--- config.mk ---
export PLATFORM = sky130hd
export DESIGN_NAME = spi_rom_slave
export DESIGN_NICKNAME = d
export VERILOG_FILES = /design/src/rtl/spi_rom_pkg.sv /design/src/rtl/pin_sync.sv /design/src/rtl/hold_ctrl.sv /design/src/rtl/rom_pattern.sv /design/src/rtl/spi_rom_engine.sv /design/src/rtl/spi_rom_slave.sv
export SDC_FILE = /design/constraint.sdc
export NUM_CORES = 1
export LEC_CHECK = 0
export BUFFER_PORTS_ARGS = -buffer_cell sky130_fd_sc_hd__buf_2
export CAP_MARGIN = 20
export CORE_UTILIZATION = 45
export CTS_CLUSTER_SIZE = 12
export DETAILED_ROUTE_END_ITERATION = 6
export SLEW_MARGIN = 20
export SYNTH_ARGS = -nofsm -noshare
export SYNTH_HDL_FRONTEND = slang
export SYNTH_HIERARCHICAL = 1
export SYNTH_SLANG_ARGS = --single-unit
--- constraint.sdc ---
create_clock -name clk -period 2.3 [get_ports clk]
set_input_delay 0.345 -clock clk [delete_from_list [all_inputs] [get_ports clk]]
set_output_delay 0.345 -clock clk [all_outputs]
set_load 0.01 [all_outputs]
--- src/rtl/spi_rom_pkg.sv ---
package spi_rom_pkg;

  typedef enum logic [2:0] {
    ST_IDLE,
    ST_OPCODE,
    ST_ADDR,
    ST_DUMMY,
    ST_DATA,
    ST_STANDBY
  } eng_state_t;

  localparam logic [7:0] OP_IDENT = 8'h9F;
  localparam logic [7:0] OP_READ  = 8'h03;
  localparam logic [7:0] OP_FAST  = 8'h0B;

endpackage

--- src/rtl/pin_sync.sv ---
// Multi-stage synchroniser for a group of asynchronous pins.
module pin_sync #(
  parameter int               WIDTH   = 4,
  parameter int               STAGES  = 2,
  parameter logic [WIDTH-1:0] RST_VAL = '0
) (
  input  logic             clk,
  input  logic             rst,
  input  logic [WIDTH-1:0] din,
  output logic [WIDTH-1:0] dout
);

  for (genvar g = 0; g < WIDTH; g++) begin : g_pin
    logic [STAGES-1:0] pipe;
    always_ff @(posedge clk) begin
      if (rst) pipe <= {STAGES{RST_VAL[g]}};
      else     pipe <= {pipe[STAGES-2:0], din[g]};
    end
    assign dout[g] = pipe[STAGES-1];
  end

endmodule

--- src/rtl/hold_ctrl.sv ---
// Pause tracker: state changes only while the synchronised SCLK is low.
module hold_ctrl (
  input  logic clk,
  input  logic rst,
  input  logic cs_s,
  input  logic hold_s,
  input  logic sclk_s,
  output logic hold_act
);

  always_ff @(posedge clk) begin
    if (rst || cs_s) begin
      hold_act <= 1'b0;
    end else if (!sclk_s) begin
      if (!hold_act && !hold_s)     hold_act <= 1'b1;
      else if (hold_act && hold_s)  hold_act <= 1'b0;
    end
  end

endmodule

--- src/rtl/rom_pattern.sv ---
// Address-derived content: XOR of every byte lane of the address.
module rom_pattern #(
  parameter int ADDR_W = 24
) (
  input  logic [ADDR_W-1:0] addr,
  output logic [7:0]        data
);

  localparam int LANES = ADDR_W / 8;

  always_comb begin
    data = '0;
    for (int b = 0; b < LANES; b++) data ^= addr[8*b +: 8];
  end

endmodule

--- src/rtl/spi_rom_engine.sv ---
// Command sequencer: opcode, address, dummy and data phases.
module spi_rom_engine
  import spi_rom_pkg::*;
#(
  parameter int                    ADDR_W   = 24,
  parameter int                    ID_BYTES = 3,
  parameter logic [8*ID_BYTES-1:0] ID_VALUE = 24'hC2_05_18
) (
  input  logic              clk,
  input  logic              rst,
  input  logic              sclk_s,
  input  logic              si_s,
  input  logic              cs_s,
  input  logic              hold_act,
  input  logic [7:0]        fetch_byte,
  output logic [ADDR_W-1:0] fetch_addr,
  output logic              so_bit,
  output logic              drive,
  output eng_state_t        state
);

  localparam int ADDR_BYTES = ADDR_W / 8;
  localparam int ABC_W      = (ADDR_BYTES > 2) ? $clog2(ADDR_BYTES) : 1;
  localparam int IDX_W      = (ID_BYTES > 2) ? $clog2(ID_BYTES) : 1;

  logic              sclk_q, cs_q;
  logic [6:0]        shreg;
  logic [2:0]        bitcnt, obit;
  logic [ABC_W-1:0]  abc;
  logic [ADDR_W-1:0] addr;
  logic              fast, is_id;
  logic [IDX_W-1:0]  id_idx, id_nidx;
  logic [7:0]        txb;
  logic [7:0]        in_byte;
  logic [7:0]        id_lut [ID_BYTES];
  logic              rise_en, fall_en, cs_fall;

  for (genvar g = 0; g < ID_BYTES; g++) begin : g_id
    assign id_lut[g] = ID_VALUE[8*(ID_BYTES-1-g) +: 8];
  end

  always_ff @(posedge clk) begin
    if (rst) begin
      sclk_q <= 1'b0;
      cs_q   <= 1'b1;
    end else begin
      sclk_q <= sclk_s;
      cs_q   <= cs_s;
    end
  end

  assign rise_en = sclk_s & ~sclk_q & ~hold_act & ~cs_s;
  assign fall_en = ~sclk_s & sclk_q & ~hold_act & ~cs_s;
  assign cs_fall = ~cs_s & cs_q;
  assign in_byte = {shreg, si_s};
  assign id_nidx = (id_idx == IDX_W'(ID_BYTES-1)) ? '0 : id_idx + 1'b1;

  always_comb begin
    case (state)
      ST_ADDR: fetch_addr = {addr[ADDR_W-9:0], in_byte};
      ST_DATA: fetch_addr = addr + 1'b1;
      default: fetch_addr = addr;
    endcase
  end

  always_ff @(posedge clk) begin
    if (rst) begin
      state  <= ST_IDLE;
      shreg  <= '0;
      bitcnt <= '0;
      obit   <= '0;
      abc    <= '0;
      addr   <= '0;
      fast   <= 1'b0;
      is_id  <= 1'b0;
      id_idx <= '0;
      txb    <= '0;
      so_bit <= 1'b0;
      drive  <= 1'b0;
    end else if (cs_s) begin
      state  <= ST_IDLE;
      bitcnt <= '0;
      obit   <= '0;
      abc    <= '0;
      fast   <= 1'b0;
      is_id  <= 1'b0;
      id_idx <= '0;
      drive  <= 1'b0;
    end else begin
      case (state)
        ST_IDLE: if (cs_fall) state <= ST_OPCODE;

        ST_OPCODE, ST_ADDR, ST_DUMMY: if (rise_en) begin
          shreg  <= in_byte[6:0];
          bitcnt <= bitcnt + 3'd1;
          if (bitcnt == 3'd7) begin
            case (state)
              ST_OPCODE: begin
                case (in_byte)
                  OP_IDENT: begin
                    state  <= ST_DATA;
                    is_id  <= 1'b1;
                    id_idx <= '0;
                    txb    <= id_lut[0];
                    obit   <= '0;
                  end
                  OP_READ: begin
                    state <= ST_ADDR;
                    fast  <= 1'b0;
                  end
                  OP_FAST: begin
                    state <= ST_ADDR;
                    fast  <= 1'b1;
                  end
                  default: state <= ST_STANDBY;
                endcase
              end
              ST_ADDR: begin
                addr <= fetch_addr;
                abc  <= abc + 1'b1;
                if (abc == ABC_W'(ADDR_BYTES-1)) begin
                  if (fast) begin
                    state <= ST_DUMMY;
                  end else begin
                    state <= ST_DATA;
                    txb   <= fetch_byte;
                    obit  <= '0;
                  end
                end
              end
              default: begin
                state <= ST_DATA;
                txb   <= fetch_byte;
                obit  <= '0;
              end
            endcase
          end
        end

        ST_DATA: if (fall_en) begin
          so_bit <= txb[7];
          drive  <= 1'b1;
          obit   <= obit + 3'd1;
          if (obit == 3'd7) begin
            if (is_id) begin
              id_idx <= id_nidx;
              txb    <= id_lut[id_nidx];
            end else begin
              addr <= fetch_addr;
              txb  <= fetch_byte;
            end
          end else begin
            txb <= {txb[6:0], 1'b0};
          end
        end

        default: ;
      endcase
    end
  end

endmodule

--- src/rtl/spi_rom_slave.sv ---
module spi_rom_slave
  import spi_rom_pkg::*;
#(
  parameter int                    ADDR_W      = 24,
  parameter int                    SYNC_STAGES = 2,
  parameter int                    ID_BYTES    = 3,
  parameter logic [8*ID_BYTES-1:0] ID_VALUE    = 24'hC2_05_18
) (
  input  logic clk,
  input  logic rst,
  input  logic sclk,
  input  logic si,
  input  logic cs_n,
  input  logic hold_n,
  output logic so_data,
  output logic so_oe
);

  logic              sclk_s, si_s, cs_s, hold_s;
  logic              hold_act;
  logic [ADDR_W-1:0] fetch_addr;
  logic [7:0]        fetch_byte;
  logic              so_bit, drive;
  eng_state_t        eng_state;

  pin_sync #(
    .WIDTH   (4),
    .STAGES  (SYNC_STAGES),
    .RST_VAL (4'b1100)
  ) u_sync (
    .clk  (clk),
    .rst  (rst),
    .din  ({hold_n, cs_n, si, sclk}),
    .dout ({hold_s, cs_s, si_s, sclk_s})
  );

  hold_ctrl u_hold (
    .clk      (clk),
    .rst      (rst),
    .cs_s     (cs_s),
    .hold_s   (hold_s),
    .sclk_s   (sclk_s),
    .hold_act (hold_act)
  );

  rom_pattern #(.ADDR_W(ADDR_W)) u_rom (
    .addr (fetch_addr),
    .data (fetch_byte)
  );

  spi_rom_engine #(
    .ADDR_W   (ADDR_W),
    .ID_BYTES (ID_BYTES),
    .ID_VALUE (ID_VALUE)
  ) u_eng (
    .clk        (clk),
    .rst        (rst),
    .sclk_s     (sclk_s),
    .si_s       (si_s),
    .cs_s       (cs_s),
    .hold_act   (hold_act),
    .fetch_byte (fetch_byte),
    .fetch_addr (fetch_addr),
    .so_bit     (so_bit),
    .drive      (drive),
    .state      (eng_state)
  );

  always_ff @(posedge clk) begin
    if (rst) begin
      so_data <= 1'b0;
      so_oe   <= 1'b0;
    end else begin
      so_data <= so_bit;
      so_oe   <= drive & ~hold_act & ~cs_s;
    end
  end

endmodule

==> metrics.yaml <==
status: "finished, violations left"
violations: "negative setup slack"
final_cell_mix: "buf_4 (92), nor2_1 (59), dfxtp_1 (54), nand2_1 (31), nor3_1 (20)"
die_h_um: 98.11
finalPower_mw: 2.434
powerDensity_nw_per_um2: 444.9
place_congestion: 0.8768
fmax_mhz: 382.4
worstSetupStartpointType: "flop"
r2r-end: "u_eng/txb[1]"
stdcell_count: 675
hold_violations: 0
slew_violations: 0
routed_wl_um: 12620
grt_setup_unrepaired: "yes"
reg2reg_slack_ps: -320
fin_skew_ps: 18.61
synth_simple_gate_area_share_pct: 27.36
rows: 34
route.met3.wl_um: 727
fillers: 777
synth_area_leaders: "dfxtp_1 (33%), nor2_1 (5.4%), xor3_1 (4.6%)"
dr_total_vias: 4113
drive_above_1_share_pct: 37.21
root_buffer: "clkbuf_8"
multi_input_area_um2: 2738
synth_top_area_share_pct: 33.23
fin_nets: 575
wl_met1_um: 5452
grt_pass1_vias: 3991
first_pass_iters: 4
grt_pass1_wl_um: 19940
worstMarginPinSlew_ps: 710.0
grt.total_usage_pct: 26.10
drt-initial-drc-count: 206
clk_pin_slew_ps: 100
power.leakage_nw: 2.255
slew_headroom_pct: 52.57
postRouteAntennaNets: 0
synth-compound-area-share_pct: 21.43
grt-ovfl-total: 0
min_period_ps: 2615
antenna_found_initial: 0
synthFlopType: "dfxtp_1"
die_area_um2: 9625
fp.dieW_um: 98.11
grt_max_degree: 54
setup-violations-final: 8
cts_tree: "built"
ys_warn_count: 6
dpl-instance-area_um2: 4832
hp-class: "in2reg"
synth_xor_area_share_pct: 5.208
reg2reg_depth: 8
yosysUniqueCellTypes: 85
placed_cells: 641
syn-num-nets: 490
path_max_fanout: 4
synth_top_family_by_area: "simple AND/OR/NAND/NOR gates"
io_buffer_count: 7
worst_slack_ps: -315.0
clock-sinks: 69
cts_buffers: 9
wl_per_cell_um: 18.69
crit_end: "u_eng/txb[1]"
cts_max_level: 3
diodes: 0
fin_area_um2: 5472
cp_data_required_time_ps: 2520
cts_max_path_buffers: 2
ys_async_sr_fraction_pct: 0
criticalPathCategory: "reg2reg"
irDropWorstVdd_v: 0.0002799
seq_area_frac_synth_pct: 33.23
drcViolationCount: 0
synth-edff-count: 0
synth_area_per_cell_um2: 8.714
netlist_area_um2: 4156
reg2reg_from: "u_eng/addr[0]"
syn2layout_area_growth_pct: 31.64
io_pins: 8
endpoint_kind: "flop"
ff_latch_area_um2: 1403
yosysTopAreaCell: "dfxtp_1"
hpwl_um: 8432
dr_wl_met2_um: 6126
start_util_pct: 46.97
synth-seq-cells: 69
layout_commonest_cell: "buf_4"
design.core.area_um2: 8848
top_layer: "met4"
startpoint: "u_eng/addr[0]"
max-cap-violations: 0
synthMuxAreaShare_pct: 3.703
clock_latency_ps: 370
viasPerCell: 6.093
cp_data_arrival_time_ps: 2840
fin_crit_sh_pct: 113.7
holdWs_ps: 162.0
synthAdderAreaFrac_pct: 2.107
syn_inst: 477
## worst min-delay path by stage
stage / start / endpoint / slack, ps / depth (start not counted)
6_report: hold_n / u_sync/g_pin[3].pipe[0] / 160 / 2
5_1_grt: hold_n / u_sync/g_pin[3].pipe[0] / 170 / 2
4_1_cts: hold_n / u_sync/g_pin[3].pipe[0] / 160 / 2
3_5_place_dp: u_sync/g_pin[2].pipe[0] / u_sync/g_pin[2].pipe[1] / 390 / 1
3_3_place_gp: u_sync/g_pin[2].pipe[0] / u_sync/g_pin[2].pipe[1] / 400 / 1
2_1_floorplan: u_sync/g_pin[2].pipe[0] / u_sync/g_pin[2].pipe[1] / 380 / 1
## worst max-delay path, cell delays in order, from the launching register on
cell and delay (ps):
dfxtp_4 400, nand4_4 140, or4_4 580, buf_6 150
o311a_1 310, a211o_2 320, xor3_1 220, a221oi_2 280
nor3_1 70
## sequential cells by signal (all words and copies together) (netlist names), 2 cells and up
signal	flops
u_eng/abc	2
u_eng/addr	24
u_eng/bitcnt	3
u_eng/id_idx	2
u_eng/obit	3
u_eng/shreg	7
u_eng/state	3
u_eng/txb	8
u_sync/g_pin.pipe	8
## per-stage QoR
step	utilization [%]	setup slack [ps]	TNS, ps
after CTS	59.49	-270.8	-1356
after detailed placement	54.61	-303.6	-1798
final	61.84	-315.0	-1554
after floorplan	-	-109.2	-550.7
after global placement	54.61	-250.0	-1431
after global routing	61.84	-376.7	-2680
## cells by family after synthesis
family / after synthesis
AO/OA/AOI/OAI: 117
XOR/XNOR: 11
adder cells (fa/ha/maj): 7
buffers and inverters: 51
flip-flops: 69
multiplexers: 15
AND/OR/NAND/NOR: 207
## routing by layer
layer / global-route usage, % / vias to the layer above
li1: - / 1965
met1: 33.44 / 1966
met2: 43.93 / 152
met3: 4.366 / 30
met4: 9.907 / 0
met5: 0 / -
## final cells by class
class | count | share of cell area [%]
multi-input combinational | 357 | 50.03
sequential | 69 | 25.63
timing repair buffer | 113 | 16.88
tap | 108 | 2.470
clock buffer | 9 | 2.264
clock inverter | 7 | 1.898
inverter | 12 | 0.8232
## Yosys cell counts (5+ instances only)
master,n
ha_1,7
xor3_1,8
nor3_1,23
a21oi_1,14
nor4bb_1,5
a221oi_1,7
inv_1,11
dfxtp_1,69
nand3_1,19
nor2b_1,6
nor2_1,60
nor4_1,10
a211oi_1,8
a31oi_1,8
nand2_1,31
mux2i_1,12
buf_4,7
nand2b_1,5
clkbuf_1,19
a221o_1,5
o21ai_0,18
## timing repair
action,in CTS,in global routing
buffers inserted,8,9
pin swaps,16,10
hold buffers,0,0
gates resized for setup,37,21
cloned,0,1
endpoints found under the setup margin,9,14
## power by group
group / switching, mW / internal [mW]
logic: 0.0317 / 0.0218
registers: 0.00485 / 1.20
clock network: 0.547 / 0.628
Note: power is estimated with default switching activity, not from simulation.
